===== config.mk =====
export PLATFORM = sky130hd
export DESIGN_NAME = dbi_quad_codec
export DESIGN_NICKNAME = d
export VERILOG_FILES = /design/src/rtl/dbi_pkg.sv /design/src/rtl/dbi_group_enc.sv /design/src/rtl/dbi_tx.sv /design/src/rtl/dbi_rx.sv /design/src/rtl/dbi_quad_codec.sv
export SDC_FILE = /design/constraint.sdc
export NUM_CORES = 1
export LEC_CHECK = 0
export ABC_AREA = 1
export BUFFER_PORTS_ARGS = -buffer_cell sky130_fd_sc_hd__buf_2
export CAP_MARGIN = 30
export CORE_MARGIN = 2
export CORE_UTILIZATION = 25
export DETAILED_ROUTE_END_ITERATION = 10
export PLACE_DENSITY = 0.5
export SETUP_SLACK_MARGIN = 0.2
export SLEW_MARGIN = 20
export SYNTH_ARGS = -nofsm -noshare
export SYNTH_HDL_FRONTEND = slang
export SYNTH_SLANG_ARGS = --single-unit

===== constraint.sdc =====
create_clock -name clk -period 6 [get_ports clk]
set_input_delay 0.6 -clock clk [delete_from_list [all_inputs] [get_ports clk]]
set_output_delay 0.6 -clock clk [all_outputs]
set_load 0.02 [all_outputs]

===== src/rtl/dbi_pkg.sv =====
package dbi_pkg;
    typedef enum logic {
        TX_IDLE = 1'b0,
        TX_SEND = 1'b1
    } tx_state_t;

    typedef enum logic {
        RX_IDLE = 1'b0,
        RX_FILL = 1'b1
    } rx_state_t;
endpackage


===== src/rtl/dbi_group_enc.sv =====
module dbi_group_enc #(
    parameter int GRP_W = 16
) (
    input  logic [GRP_W-1:0] grp_i,
    output logic [GRP_W-1:0] grp_o,
    output logic             inv_o
);
    localparam int CW = $clog2(GRP_W + 1);

    logic [CW-1:0] ones;

    always_comb begin
        ones = '0;
        for (int i = 0; i < GRP_W; i++) begin
            ones = ones + CW'(grp_i[i]);
        end
    end

    // invert when strictly more than half of the lines would be driven low
    assign inv_o = (ones > CW'(GRP_W / 2));
    assign grp_o = inv_o ? ~grp_i : grp_i;
endmodule


===== src/rtl/dbi_tx.sv =====
module dbi_tx
    import dbi_pkg::*;
#(
    parameter int WORD_W = 64,
    parameter int GRP_W  = 16,
    parameter int BEATS  = 4
) (
    input  logic                      clk,
    input  logic                      rst_n,
    input  logic [$clog2(BEATS)-1:0]  beat_i,
    input  logic                      in_valid,
    input  logic [BEATS*WORD_W-1:0]   in_data,
    output logic                      in_ready,
    output logic [WORD_W-1:0]         bus_data_n,
    output logic [WORD_W/GRP_W-1:0]   bus_inv_n,
    output logic                      drdy_n,
    output logic                      dbsy_n
);
    localparam int NGRP = WORD_W / GRP_W;
    localparam int BW   = $clog2(BEATS);
    localparam logic [BW-1:0] LAST = BW'(BEATS - 1);

    tx_state_t                 state_q, state_d;
    logic [BEATS*WORD_W-1:0]   payload_q;
    logic [WORD_W-1:0]         cur_word, enc_word;
    logic [NGRP-1:0]           enc_inv;
    logic                      accept;

    assign in_ready = (beat_i == LAST);
    assign accept   = in_valid && in_ready;
    assign cur_word = payload_q[beat_i*WORD_W +: WORD_W];

    always_comb begin
        state_d = state_q;
        unique case (state_q)
            TX_IDLE: if (accept) state_d = TX_SEND;
            TX_SEND: if (beat_i == LAST && !accept) state_d = TX_IDLE;
        endcase
    end

    always_ff @(posedge clk or negedge rst_n) begin
        if (!rst_n) state_q <= TX_IDLE;
        else        state_q <= state_d;
    end

    always_ff @(posedge clk or negedge rst_n) begin
        if (!rst_n)      payload_q <= '0;
        else if (accept) payload_q <= in_data;
    end

    for (genvar g = 0; g < NGRP; g++) begin : g_grp
        dbi_group_enc #(.GRP_W(GRP_W)) u_enc (
            .grp_i (cur_word[g*GRP_W +: GRP_W]),
            .grp_o (enc_word[g*GRP_W +: GRP_W]),
            .inv_o (enc_inv[g])
        );

        // never more than half of a group's lines low
        a_r3_low_count: assert property (@(posedge clk) disable iff (!rst_n)
            !dbsy_n |-> ($countones(~bus_data_n[g*GRP_W +: GRP_W]) <= GRP_W / 2));
    end

    always_comb begin
        bus_data_n = '1;
        bus_inv_n  = '1;
        drdy_n     = 1'b1;
        dbsy_n     = 1'b1;
        unique case (state_q)
            TX_IDLE: ;
            TX_SEND: begin
                drdy_n     = 1'b0;
                dbsy_n     = 1'b0;
                bus_data_n = ~enc_word;
                bus_inv_n  = ~enc_inv;
            end
        endcase
    end

    a_r7_accept_drives: assert property (@(posedge clk) disable iff (!rst_n)
        accept |=> (!drdy_n && !dbsy_n));

    a_r2_idle_released: assert property (@(posedge clk) disable iff (!rst_n)
        dbsy_n |-> ((&bus_data_n) && (&bus_inv_n)));
endmodule


===== src/rtl/dbi_rx.sv =====
module dbi_rx
    import dbi_pkg::*;
#(
    parameter int WORD_W = 64,
    parameter int GRP_W  = 16,
    parameter int BEATS  = 4
) (
    input  logic                      clk,
    input  logic                      rst_n,
    input  logic [$clog2(BEATS)-1:0]  beat_i,
    input  logic [WORD_W-1:0]         bus_data_n,
    input  logic [WORD_W/GRP_W-1:0]   bus_inv_n,
    input  logic                      drdy_n,
    output logic                      out_valid,
    output logic [BEATS*WORD_W-1:0]   out_data
);
    localparam int NGRP = WORD_W / GRP_W;
    localparam int BW   = $clog2(BEATS);
    localparam logic [BW-1:0] LAST = BW'(BEATS - 1);

    rx_state_t               state_q, state_d;
    logic [BEATS*WORD_W-1:0] buf_q;
    logic [WORD_W-1:0]       dec_word;
    logic                    capture, finish, valid_q;

    for (genvar g = 0; g < NGRP; g++) begin : g_dec
        assign dec_word[g*GRP_W +: GRP_W] =
            bus_inv_n[g] ? ~bus_data_n[g*GRP_W +: GRP_W] : bus_data_n[g*GRP_W +: GRP_W];
    end

    always_comb begin
        state_d = state_q;
        capture = 1'b0;
        finish  = 1'b0;
        unique case (state_q)
            RX_IDLE: if (!drdy_n && beat_i == '0) begin
                capture = 1'b1;
                state_d = RX_FILL;
            end
            RX_FILL: if (!drdy_n) begin
                capture = 1'b1;
                if (beat_i == LAST) begin
                    finish  = 1'b1;
                    state_d = RX_IDLE;
                end
            end
        endcase
    end

    always_ff @(posedge clk or negedge rst_n) begin
        if (!rst_n) state_q <= RX_IDLE;
        else        state_q <= state_d;
    end

    always_ff @(posedge clk or negedge rst_n) begin
        if (!rst_n) begin
            buf_q   <= '0;
            valid_q <= 1'b0;
        end else begin
            valid_q <= finish;
            if (capture) buf_q[beat_i*WORD_W +: WORD_W] <= dec_word;
        end
    end

    assign out_valid = valid_q;
    assign out_data  = buf_q;

    a_r9_single_pulse: assert property (@(posedge clk) disable iff (!rst_n)
        out_valid |=> !out_valid);

    a_r8_valid_after_data: assert property (@(posedge clk) disable iff (!rst_n)
        out_valid |-> $past(!drdy_n));
endmodule


===== src/rtl/dbi_quad_codec.sv =====
module dbi_quad_codec #(
    parameter int WORD_W = 64,
    parameter int GRP_W  = 16,
    parameter int BEATS  = 4
) (
    input  logic                     clk,
    input  logic                     rst_n,
    input  logic                     in_valid,
    input  logic [BEATS*WORD_W-1:0]  in_data,
    output logic                     in_ready,
    output logic [WORD_W-1:0]        bus_data_n,
    output logic [WORD_W/GRP_W-1:0]  bus_inv_n,
    output logic                     drdy_n,
    output logic                     dbsy_n,
    output logic                     out_valid,
    output logic [BEATS*WORD_W-1:0]  out_data
);
    localparam int BW = $clog2(BEATS);

    logic [BW-1:0] beat_q;

    always_ff @(posedge clk or negedge rst_n) begin
        if (!rst_n) beat_q <= '0;
        else        beat_q <= beat_q + 1'b1;
    end

    dbi_tx #(.WORD_W(WORD_W), .GRP_W(GRP_W), .BEATS(BEATS)) u_tx (
        .clk        (clk),
        .rst_n      (rst_n),
        .beat_i     (beat_q),
        .in_valid   (in_valid),
        .in_data    (in_data),
        .in_ready   (in_ready),
        .bus_data_n (bus_data_n),
        .bus_inv_n  (bus_inv_n),
        .drdy_n     (drdy_n),
        .dbsy_n     (dbsy_n)
    );

    dbi_rx #(.WORD_W(WORD_W), .GRP_W(GRP_W), .BEATS(BEATS)) u_rx (
        .clk        (clk),
        .rst_n      (rst_n),
        .beat_i     (beat_q),
        .bus_data_n (bus_data_n),
        .bus_inv_n  (bus_inv_n),
        .drdy_n     (drdy_n),
        .out_valid  (out_valid),
        .out_data   (out_data)
    );

    // acceptance slot never lasts two cycles
    a_r6_ready_gap: assert property (@(posedge clk) disable iff (!rst_n)
        in_ready |=> !in_ready);
endmodule


==> impl_metrics.toml <==
[run_status]
outcome = "complete, but fails checks"
failed_checks = "negative hold slack, negative setup slack"

[critical_path]
worstReg2RegEnd = "u_rx.out_data[177]$_DFFE_PN0P_"
timing.critical_path.from_type = "register"
worst-path-max-fanout = 17
timing.reg2reg.setup_slack_ns = 2.27
worstPathArrival_ns = 5.63
r2r.worst_path.cells = 9
worst-endpoint-required_ns = 5.40
crit_type = "reg2out"
setup.worst_path.end_class = "output port"
critical_path.reg2reg.startpoint = "beat_q[0]$_DFF_PN0_"

[synthesis]
synthesis.instances = 2669
yosysTopAreaCell = "dfrtp_1"
post_synthesis_area_per_instance_um2 = 9.234
synth_area_leaders = "dfrtp_1 52%, mux2_2 10%, nand2_1 9.5%"
synth_warnings = 0
synth_nets = 2993
ys_seq_elements = 517
netlist-cell-type-count = 21
seq_area_frac_synth = 0.5249
synth.cell_area_um2 = 24650
synth_top_area_frac = 0.5249

[sta]
worst_pin_slew_ns = 0.9414
setup_ws_ns = -0.2291
highest_clock_frequency_the_design_can_meet_mhz = 160.5
final_min_period_over_clock_period = 1.038
hold_slack_ns = -0.04776
report.final.slew_viol_count = 0
finalHoldViolations = 7
grt_setup_unrepaired = "yes"
shortest_clock_period_the_worst_path_allows_after_layout_ns = 6.229
finalSetupViolations = 68
clock_skew_ns = 0.01826
timing.max_slew.rel_slack = 0.3724

[power]
power.share.combinational = 0.474
power.share.sequential = 0.259
power_report.internal_total_w = 0.009503
maximum_vdd_drop_mv = 0.3711
switching_share = 0.3985
leakage_power_nw = 16.73
p_per_cell_area_nw_per_um2 = 467.9
p_sw_w = 0.006297
clock_power_share = 0.267

[die]
die_height_um = 318.0
core-area_um2 = 97990
fp_rows = 115
die_area_um2 = 101100
dieWidth_um = 318.0
pin_count = 587
floorplan.initialDensity = 0.2515

[clocking]
cts_root_buffer = "clkbuf_16"
clock_latency_ns = 0.63
cts_inserted_buffers = 67
cts_buffer_depth = 3
tritoncts_clock_tree = "built"
path_clk_slew_ns = 0.06
cts_sinks = 517
ctsHtreeMaxLevel = 3
postCtsHoldBufs = 0

[route]
detail_route.wirelength_mm = 103.4
drt-wirelength-per-cell_um = 22.29
1st_pass_router_iterations = 8
detailedRoute.firstIterationViolations = 1663
vias_per_cell = 4.710
antenna_left = 0
num_vias = 21860
remaining_drc_errors = 0

[layout]
final_nets = 3616
finish.instance_area_um2 = 33770
layout_cells_sized_above_1 = 0.3883
final_core_util = 0.3446
final.fill_count = 10220
syn_to_final_growth_pct = 37.01

[placement]
buffer_ports.inserted = 586
routabilityCongestion = 0.8575
cell_area_after_placement_um2 = 29320
detailedPlace.worstSlack_ns = 0.05649
detailedPlacementHpwl_mm = 71.43

[global_route]
grt_use_total = 0.1977
grt_pass1_wl_mm = 147.8
antenna_found_initial = 24
pin_count_of_the_biggest_net_entering_global_routing = 163
grt.overflow.total = 0
first_global_vias = 21270

[min_path]
hp-class = "in2async"

[job]
drv_cap = 0
-- logic make-up (layout without fill, tap and decap cells) --
kind of cell    count (synthesis)  count (layout)  share of synthesized area
other cells                     0              11                          0
flops                         517             517                     0.5249
mux                           220             220                     0.1005
compound gates                457             457                    0.09295
simple gates                 1040            1040                     0.1737
fa+ha+maj                      65              65                    0.04518
buf+inv                       370            1044                    0.06275
-- how the worst max path moves through the flow --
| stage | startpoint | endpoint | slack, ns |
|---|---|---|---|
| after floorplan | beat_q[1]$_DFF_PN0_ | bus_data_n[42] | 0.51 |
| after global placement | beat_q[0]$_DFF_PN0_ | bus_data_n[27] | 0.14 |
| after detailed placement | beat_q[0]$_DFF_PN0_ | bus_data_n[27] | 0.06 |
| after CTS | beat_q[0]$_DFF_PN0_ | bus_data_n[1] | -0.28 |
| after global routing | beat_q[0]$_DFF_PN0_ | bus_data_n[34] | -0.45 |
| final | beat_q[0]$_DFF_PN0_ | bus_data_n[26] | -0.23 |
-- layout make-up --
| cell class | instances | area, µm² | share of cell area |
|---|---|---|---|
| timing repair buffer | 740 | 5152 | 0.1526 |
| inverter | 183 | 732.0 | 0.02168 |
| tap | 1287 | 1610 | 0.04769 |
| timing repair inverter | 1 | 8.758 | 0.0002594 |
| multi-input combinational | 1782 | 11020 | 0.3264 |
| clock inverter | 30 | 355.3 | 0.01052 |
| clock buffer | 90 | 1916 | 0.05673 |
| sequential | 517 | 12950 | 0.3834 |
| antenna | 11 | 27.53 | 0.0008151 |
-- power by group through the flow --
| stage | registers [W] | logic, W | clock network (W) |
|---|---|---|---|
| 6_report | 0.00409 | 0.00749 | 0.00422 |
| 5_1_grt | 0.00413 | 0.00804 | 0.00446 |
| 4_1_cts | 0.00409 | 0.00625 | 0.00433 |
| 3_5_place_dp | 0.00415 | 0.00574 | 0 |
| 3_3_place_gp | 0.00414 | 0.00568 | 0 |
| 2_1_floorplan | 0.00438 | 0.00327 | 0 |
-- cell usage in the layout (no fill, tap or decap), types with 66 or more instances in the layout --
master and instances:
buf_4 100, mux2_2 220, dfrtp_1 514, buf_2 529, o21ai_1 114, clkbuf_16 80
nand2_1 544, nand3_2 67, buf_6 66, inv_1 123, nand3_1 204, nor2_1 132
o21ai_0 303
-- synth_stat cells --
library cell	instances
a21oi_1	39
buf_1	13
buf_2	76
buf_4	11
buf_6	2
clkbuf_1	80
clkbuf_2	5
dfrtp_1	517
fa_1	40
ha_1	25
inv_1	133
inv_2	50
mux2_2	220
nand2_1	623
nand3_1	276
nand3_2	3
nand4_1	5
nor2_1	133
o21ai_0	305
o21ai_1	112
o21ai_2	1
-- per-stage QoR --
stage | instances | TNS [ns] | total power, W
after floorplan | 2669 | 0 | 0.007653
after global placement | 4452 | 0 | 0.009822
after detailed placement | 4452 | 0 | 0.009886
after CTS | 4599 | -14.02 | 0.01467
after global routing | 4637 | -26.43 | 0.01664
final | 4641 | -11.76 | 0.01580
-- metal layers --
metal  track usage  up-vias  routed length (µm)  part of all wire
met5             0        -                 158            0.0015
met4       0.06508       24                2817             0.027
met3       0.04866      154                6327             0.061
met2        0.2899      680               45140              0.44
met1        0.2834    10940               48990              0.47
li1              -    10060                   -                 -
-- worst max-delay path: stages, from the launching register on --
cell and delay [ns]:
dfrtp_4 0.60, buf_4 0.20, inv_6 0.09, nand2_1 0.05, nand3_1 0.09, nand2_1 0.22
fa_1 0.56, inv_1 0.06, fa_1 0.47, fa_1 0.49, inv_1 0.06, fa_1 0.46
inv_1 0.07, ha_2 0.17, inv_1 0.05, fa_2 0.51, nand4_1 0.11, nand3_2 0.10
nand2_2 0.07, buf_12 0.15, nand2_2 0.07, nand3_2 0.13, buf_6 0.20
-- repair_timing --
action | in CTS | in global routing
cloned | 8 | 12
resized for setup | 158 | 205
endpoints found under the setup margin | 68 | 68
pin swaps | 9 | 38
buffers inserted | 19 | 17
-- registers in the layout, indices dropped and copies added (netlist names), named ones only --
signal          flops
u_rx.out_data     256
u_tx.payload_q    256
beat_q              2
u_rx.out_valid      1
u_rx.state_q        1
Power figures use the tool's default switching activity.
